$ cat src/rtl/iq_demux_pkg.sv
package iq_demux_pkg;

    // Position of the next accepted sample within a pair (pairing mode)
    typedef enum logic {
        PH_FIRST  = 1'b0,
        PH_SECOND = 1'b1
    } pair_ph_e;

    localparam int unsigned NUM_CH = 2;
    localparam int unsigned CH_I   = 0;
    localparam int unsigned CH_Q   = 1;

endpackage

$ cat src/rtl/iq_range_det.sv
module iq_range_det #(
    parameter int unsigned W = 8
) (
    input  logic [W-1:0] code,
    output logic         at_rail
);
    // A rail code is all zeros (below -FS) or all ones (above +FS)
    always_comb begin
        at_rail = (code == '0) || (code == '1);
    end
endmodule

$ cat src/rtl/iq_flag_merge.sv
module iq_flag_merge #(
    parameter int unsigned NCH = 2
) (
    input  logic [NCH-1:0] rail,
    input  logic           q_off,
    output logic           hit
);
    // Channel 0 is I, channel 1 is Q; the Q-off select masks Q
    always_comb begin
        hit = rail[0] | (rail[1] & ~q_off);
    end
endmodule

$ cat src/rtl/iq_demux_out.sv
module iq_demux_out
    import iq_demux_pkg::*;
#(
    parameter int unsigned W = 8
) (
    input  logic         clk,
    input  logic         rst_n,
    input  logic [W-1:0] i_code,
    input  logic [W-1:0] q_code,
    input  logic         in_valid,
    input  logic         demux_en,
    input  logic         q_pd,
    output logic [W-1:0] di,
    output logic [W-1:0] did,
    output logic [W-1:0] dq,
    output logic [W-1:0] dqd,
    output logic         out_valid,
    output logic         rng_flag
);

    typedef struct packed {
        pair_ph_e     ph;
        logic [W-1:0] hold_i;
        logic [W-1:0] hold_q;
        logic         hold_hit;
        logic [W-1:0] di;
        logic [W-1:0] did;
        logic [W-1:0] dq;
        logic [W-1:0] dqd;
        logic         vld;
        logic         flag;
    } st_t;

    st_t st_d, st_q;

    logic [W-1:0]      ch_code [NUM_CH];
    logic [NUM_CH-1:0] ch_rail;
    logic              smp_hit;

    assign ch_code[CH_I] = i_code;
    assign ch_code[CH_Q] = q_code;

    for (genvar c = 0; c < NUM_CH; c++) begin : g_rail
        iq_range_det #(.W(W)) u_det (
            .code    (ch_code[c]),
            .at_rail (ch_rail[c])
        );
    end

    iq_flag_merge #(.NCH(NUM_CH)) u_merge (
        .rail  (ch_rail),
        .q_off (q_pd),
        .hit   (smp_hit)
    );

    always_comb begin
        st_d     = st_q;
        st_d.vld = 1'b0;
        if (!demux_en) begin
            // Pass-through: drop any half pair, secondary buses at zero
            st_d.ph  = PH_FIRST;
            st_d.did = '0;
            st_d.dqd = '0;
            if (in_valid) begin
                st_d.di   = i_code;
                st_d.dq   = q_code;
                st_d.flag = smp_hit;
                st_d.vld  = 1'b1;
            end
        end else if (in_valid) begin
            if (st_q.ph == PH_FIRST) begin
                st_d.hold_i   = i_code;
                st_d.hold_q   = q_code;
                st_d.hold_hit = smp_hit;
                st_d.ph       = PH_SECOND;
            end else begin
                st_d.did  = st_q.hold_i;
                st_d.dqd  = st_q.hold_q;
                st_d.di   = i_code;
                st_d.dq   = q_code;
                st_d.flag = st_q.hold_hit | smp_hit;
                st_d.vld  = 1'b1;
                st_d.ph   = PH_FIRST;
            end
        end
    end

    always_ff @(posedge clk) begin
        if (!rst_n) begin
            st_q <= '0;
        end else begin
            st_q <= st_d;
        end
    end

    assign di        = st_q.di;
    assign did       = st_q.did;
    assign dq        = st_q.dq;
    assign dqd       = st_q.dqd;
    assign out_valid = st_q.vld;
    assign rng_flag  = st_q.flag;

endmodule

$ cat config.mk
export PLATFORM = sky130hd
export DESIGN_NAME = iq_demux_out
export DESIGN_NICKNAME = d
export VERILOG_FILES = /design/src/rtl/iq_demux_pkg.sv /design/src/rtl/iq_range_det.sv /design/src/rtl/iq_flag_merge.sv /design/src/rtl/iq_demux_out.sv
export SDC_FILE = /design/constraint.sdc
export NUM_CORES = 1
export LEC_CHECK = 0
export BUFFER_PORTS_ARGS = -buffer_cell sky130_fd_sc_hd__clkbuf_2
export CORE_MARGIN = 2
export CORE_UTILIZATION = 56
export DETAILED_ROUTE_END_ITERATION = 7
export GPL_ROUTABILITY_DRIVEN = 0
export PLACE_DENSITY_LB_ADDON = 0.08
export RECOVER_POWER = 25
export SYNTH_ARGS = -nofsm -noshare
export SYNTH_HDL_FRONTEND = slang
export SYNTH_SLANG_ARGS = --single-unit
$ cat constraint.sdc
create_clock -name clk -period 2.5 [get_ports clk]
set_clock_uncertainty 0.15 [all_clocks]
set_input_delay 0.5 -clock clk [delete_from_list [all_inputs] [get_ports clk]]
set_output_delay 0.5 -clock clk [all_outputs]
set_load 0.01 [all_outputs]
Yosys cells after proc, flatten, opt, wreduce, memory -nomap -nowiden
Cells that the tools add are included.
{"block": "word_totals", "elab_cells": 33, "out_inout_bits": 34, "ram_bits": 0, "latchBits": 0, "n_memories": 0, "in_bits": 21, "reg_bits": 52, "rom_bits": 0}
{"block": "op_classes", "n_mux": 7, "bitwise": 5, "n_eq_ne": 3, "shift": 0, "div_mod_pow": 0, "reduce_logical": 8, "multipliers": 0, "n_addsub": 0, "n_lt_le_gt_ge": 0}
{"operator": "$mux W34", "count": 3}
{"operator": "$eq A8 B8 Y1 const B", "count": 2}
{"operator": "$logic_not A8 Y1", "count": 2}
{"operator": "$mux W8", "count": 2}
{"operator": "$reduce_and A2 Y1", "count": 3}
{"operator": "$reduce_and A3 Y1", "count": 1}
{"operator": "$logic_or A1 B1 Y1", "count": 2}
{"operator": "$mux W2", "count": 1}
{"operator": "$ne A2 B1 Y1 const B", "count": 1}
{"operator": "$not A1 Y1", "count": 2}
{"operator": "$or A1 B1 Y1", "count": 2}
{"operator": "$and A1 B1 Y1", "count": 1}
{"operator": "$mux W1", "count": 1}

Longest topological paths before layout
{"block": "logic_depth", "word_depth": 8, "ltp_mapped": 6, "ltp_nobuf": 4}

Hierarchy
A second synthesis with hierarchy kept.
{"block": "hier_totals", "hier_cells": 278, "area_unflattened_um2": 2373.5}
{"mod": "iq_demux_out", "seq_area_each_um2": 1041.0, "area_per_inst_um2": 2287.2, "cells_per_inst": 264, "n_inst": 1}
{"mod": "iq_range_det", "seq_area_each_um2": 0.0, "area_per_inst_um2": 37.5, "cells_per_inst": 6, "n_inst": 2}
{"mod": "iq_flag_merge", "seq_area_each_um2": 0.0, "area_per_inst_um2": 11.3, "cells_per_inst": 2, "n_inst": 1}

Least setup slack after synthesis
No wires, ideal clock.
{"block": "synth_path", "path_type": "input to register", "start": "in q_code[4]", "end": "reg st_q, in the netlist rng_flag", "n_path_buf": 0, "t_arrival_ns": 1.336, "required_ns": 2.273, "slack_ns": 0.938, "setup_time_ns": 0.077, "path_stages": 4, "path_cell_list": "or4_1 > nor2_1 > o21bai_1 > a41oi_2"}
{"block": "synth_between", "elab_chain_len": 8, "elab_cells_between_ends": 10, "classes_between": "eq/ne: 1; mux: 4; bitwise: 3; reduce/logical: 2"}
{"item": "start: declaration", "line_no": "iq_demux_out.sv:9", "text": "input logic [W-1:0] q_code,"}
{"item": "$eq A8 B8 Y1 or $logic_not A8 Y1 (tied branches)", "line_no": "iq_range_det.sv:9", "text": "at_rail = (code == '0) || (code == '1);"}
{"item": "$logic_or A1 B1 Y1 *", "line_no": "iq_range_det.sv:9"}
{"item": "$and A1 B1 Y1 *", "line_no": "iq_flag_merge.sv:10", "text": "hit = rail[0] | (rail[1] & ~q_off);"}
{"item": "$or A1 B1 Y1 *", "line_no": "iq_flag_merge.sv:10"}
{"item": "$or A1 B1 Y1", "line_no": "iq_demux_out.sv:81", "text": "st_d.flag = st_q.hold_hit | smp_hit;"}
{"item": "$mux W34", "line_no": "iq_demux_out.sv:71", "text": "if (st_q.ph == PH_FIRST) begin"}
{"item": "$mux W34", "line_no": "iq_demux_out.sv:70", "text": "end else if (in_valid) begin"}
{"item": "$mux W34 *", "line_no": "iq_demux_out.sv:59", "text": "if (!demux_en) begin"}
{"item": "end signal: assignment", "line_no": "iq_demux_out.sv:92", "text": "st_q <= st_d;"}
{"item": "end: declaration", "line_no": "iq_demux_out.sv:34", "text": "st_t st_d, st_q;"}
Every way passes the cells marked *; elsewhere a longest branch is shown, timed or not. The select of a mux whose other input is x is not followed.
A chain may end at the register's enable or synchronous reset.

==> results by group <==
Outcome
  • Run status: finished, final reports clean

GRT
  • Largest net degree at the start of global routing: 36
  • Total GRT Usage: 0.1984
  • Global-route wire length before repair: 6748 µm
  • Vias in the first global route: 1432
  • Initial antenna violation count: 0
  • Overflow after GRT: 0

Placement
  • Post-DP HPWL: 2907 µm
  • Port buffer count: 54
  • Worst Setup Slack post-DPL: 0.7294 ns
  • DP Cell Count: 329
  • Placed Area: 0.002237 mm²

Synthesis
  • Netlist cell types: 23
  • Area leader, netlist: dfxtp_1
  • Seq/Total Area, Yosys: 0.4711
  • Top post-synthesis cells by area: dfxtp_1 47%, nand2_1 17%, buf_4 11%
  • Post-synth design cell area: 0.002210 mm²
  • Syn nets: 294
  • Synth Instances: 273
  • Yosys warns: 0
  • Top cell type's share of synthesized area: 0.4711
  • Flops & latches, synth: 52
  • Synth Area per Inst: 8.094 µm²

CTS
  • Clock transition at path regs: 0.09 ns
  • H-tree Lvls: 2
  • CTS hold repair buffers: 0
  • CTS tree: built
  • Post-CTS resize count: 0
  • CTS Buf Count: 5
  • CTS Buffer Depth: 2
  • Setup bufs post-CTS: 0
  • Clock Latency Late Sink: 0.30 ns
  • Sink Count: 52
  • CTS root buffer: clkbuf_8

Timing
  • Slew @ Worst Pin: 1.150 ns
  • PnR worst setup slack: 0.7365 ns
  • Slew Limit Headroom: 0.2335
  • Final hold violation count: 0
  • Max Freq: 0.5671 GHz
  • Setup_tns: 0 ns
  • RSZ-0062 raised after global routing: no
  • Fin crit share: 0.7054
  • Slew Limit Fails: 0
  • Final setup viols: 0
  • Min Hold Slack: 0.2968 ns
  • Final min period: 1.764 ns

Setup path
  • Critical Path Fanout Max: 35
  • Crit path DAT: 1.85 ns
  • Required time of the critical path: 2.59 ns
  • Worst Setup EP: st_q[34]
  • CP max-delay cell: clkbuf_1
  • Crit path capture type: flop
  • Startpoint Class: primary input
  • Crit. path cell count: 4
  • Crit. Startpoint: rst_n
  • Crit-path cells: clkbuf_2, clkbuf_1, o21ai_0, a31oi_1
  • Cells on worst reg2reg path: 4
  • Crit Reg-Reg Endpoint: rng_flag
  • Crit-path max cell delay: 0.84 ns
  • Flop-to-flop setup slack: 0.91 ns
  • Top delay family on crit path: buffers and inverters
  • Crit path buffers/inverters: 2
  • Crit Path Class: in -> reg
  • Reg2reg start: st_q[51]

Power
  • Pwr Density: 679.3 mW/mm²
  • P_leak: 0.8679 nW
  • Worst IR Drop VDD: 352.2 µV

Finish
  • Area grow syn2layout: 4.813%
  • Post-route design area: 0.002316 mm²
  • Share of layout cells above drive strength 1: 0.1453
  • Final Non-Filler Cells: 337
  • Most common cell after layout, fill and taps aside: nand2_1
  • Fin nets: 309
  • Most frequent cells in the layout: 99 x nand2_1, 52 x dfxtp_1, 34 x clkbuf_2
  • Filler cells: 386
  • Diodes inserted: 0

Route
  • DRT iter0 DRCs: 77
  • Per-cell routed wire length: 11.93 µm
  • Via count: 1685
  • Final WL: 4020 µm
  • Remaining DRCs: 0
  • Drt pass-1 iters: 4
  • Vias per inst: 5.000
  • Antenna Violating Nets Remaining: 0

Floorplan
  • Core area: 0.003716 mm²
  • Initial Util: 0.5946
  • Row cnt: 22
  • DIE HEIGHT: 66.82 µm
  • Die Width: 66.82 µm
  • I/O pins: 55
  • Die area: 0.004464 mm²

Hold path
  • Worst min path class: in -> reg
  • Hold path cells: 3

Run
  • Max-cap viol count: 0
==> tightest hold or removal path, cell delays in order <==
cell and delay (ns):
clkbuf_2 0.11, nand2_1 0.06, a21boi_1 0.05
==> metal layers <==
metal	vias up	track usage	part of all wire
met5	-	0	0
met3	7	0.04730	0.050
li1	887	-	-
met2	45	0.2975	0.41
met1	746	0.2748	0.52
met4	0	0.07653	0.016
==> report_power, final <==
part           internal, mW  switching [mW]  leakage, nW  total (mW)
Clock                 0.297           0.271       0.0552       0.568
Combinational        0.0492          0.0840        0.389       0.133
Sequential            0.857          0.0147        0.423       0.872
Total                  1.20           0.369        0.868        1.57
==> area by class of cell <==
cell class | instances | area, µm² | share of cell area
multi-input cells | 173 | 854.6 | 0.3690
repair buffers | 55 | 249.0 | 0.1075
clock buffers | 6 | 72.57 | 0.03133
inverters | 1 | 3.754 | 0.001621
flip-flops and latches | 52 | 1041 | 0.4495
clock inverters | 2 | 35.03 | 0.01513
well taps | 48 | 60.06 | 0.02593
==> cells by family (layout without fill, tap and decap cells) <==
logic type / Yosys count / in the layout / share of synthesized area
compound gates: 55 / 55 / 0.1676
buf+inv: 48 / 64 / 0.1421
flops: 52 / 52 / 0.4711
xor+xnor: 1 / 1 / 0.003964
simple gates: 117 / 117 / 0.2152
==> worst min-delay path by stage <==
stage / to / slack [ns] / start
global route: st_q[40] / 0.31 / q_code[5]
detailed placement: dqd[5] / 0.29 / st_q[40]
CTS: dq[7] / 0.29 / q_code[7]
floorplan: did[0] / 0.28 / st_q[43]
global placement: did[1] / 0.29 / did[1]
finish: dq[7] / 0.30 / q_code[7]
==> stage by stage <==
stage          total power, mW  utilization
3_5_place_dp             1.030       0.6020
6_report                 1.573       0.6232
2_1_floorplan           0.9932            -
3_3_place_gp             1.029       0.6020
5_1_grt                  1.641       0.6232
4_1_cts                  1.592       0.6310
==> flip-flops by register name, indices dropped and copies added, names as in the netlist <==
name       cells
st_q          18
rng_flag       1
dqd            8
dq             8
di             8
did            8
out_valid      1
==> cells in the mapped netlist, drive strengths merged <==
cell type and n:
inv 1, xnor2 1, clkbuf 6, buf 41, a31oi 1, nor4 2, dfxtp 52, o21ai 3
a21boi 32, or4 2, nand2b 1, o21bai 1, and3 2, a21oi 17, a41oi 1, nand3 1
nand2 99, nand4 4, and2 2, nor2 4
Power figures use the tool's default switching activity.
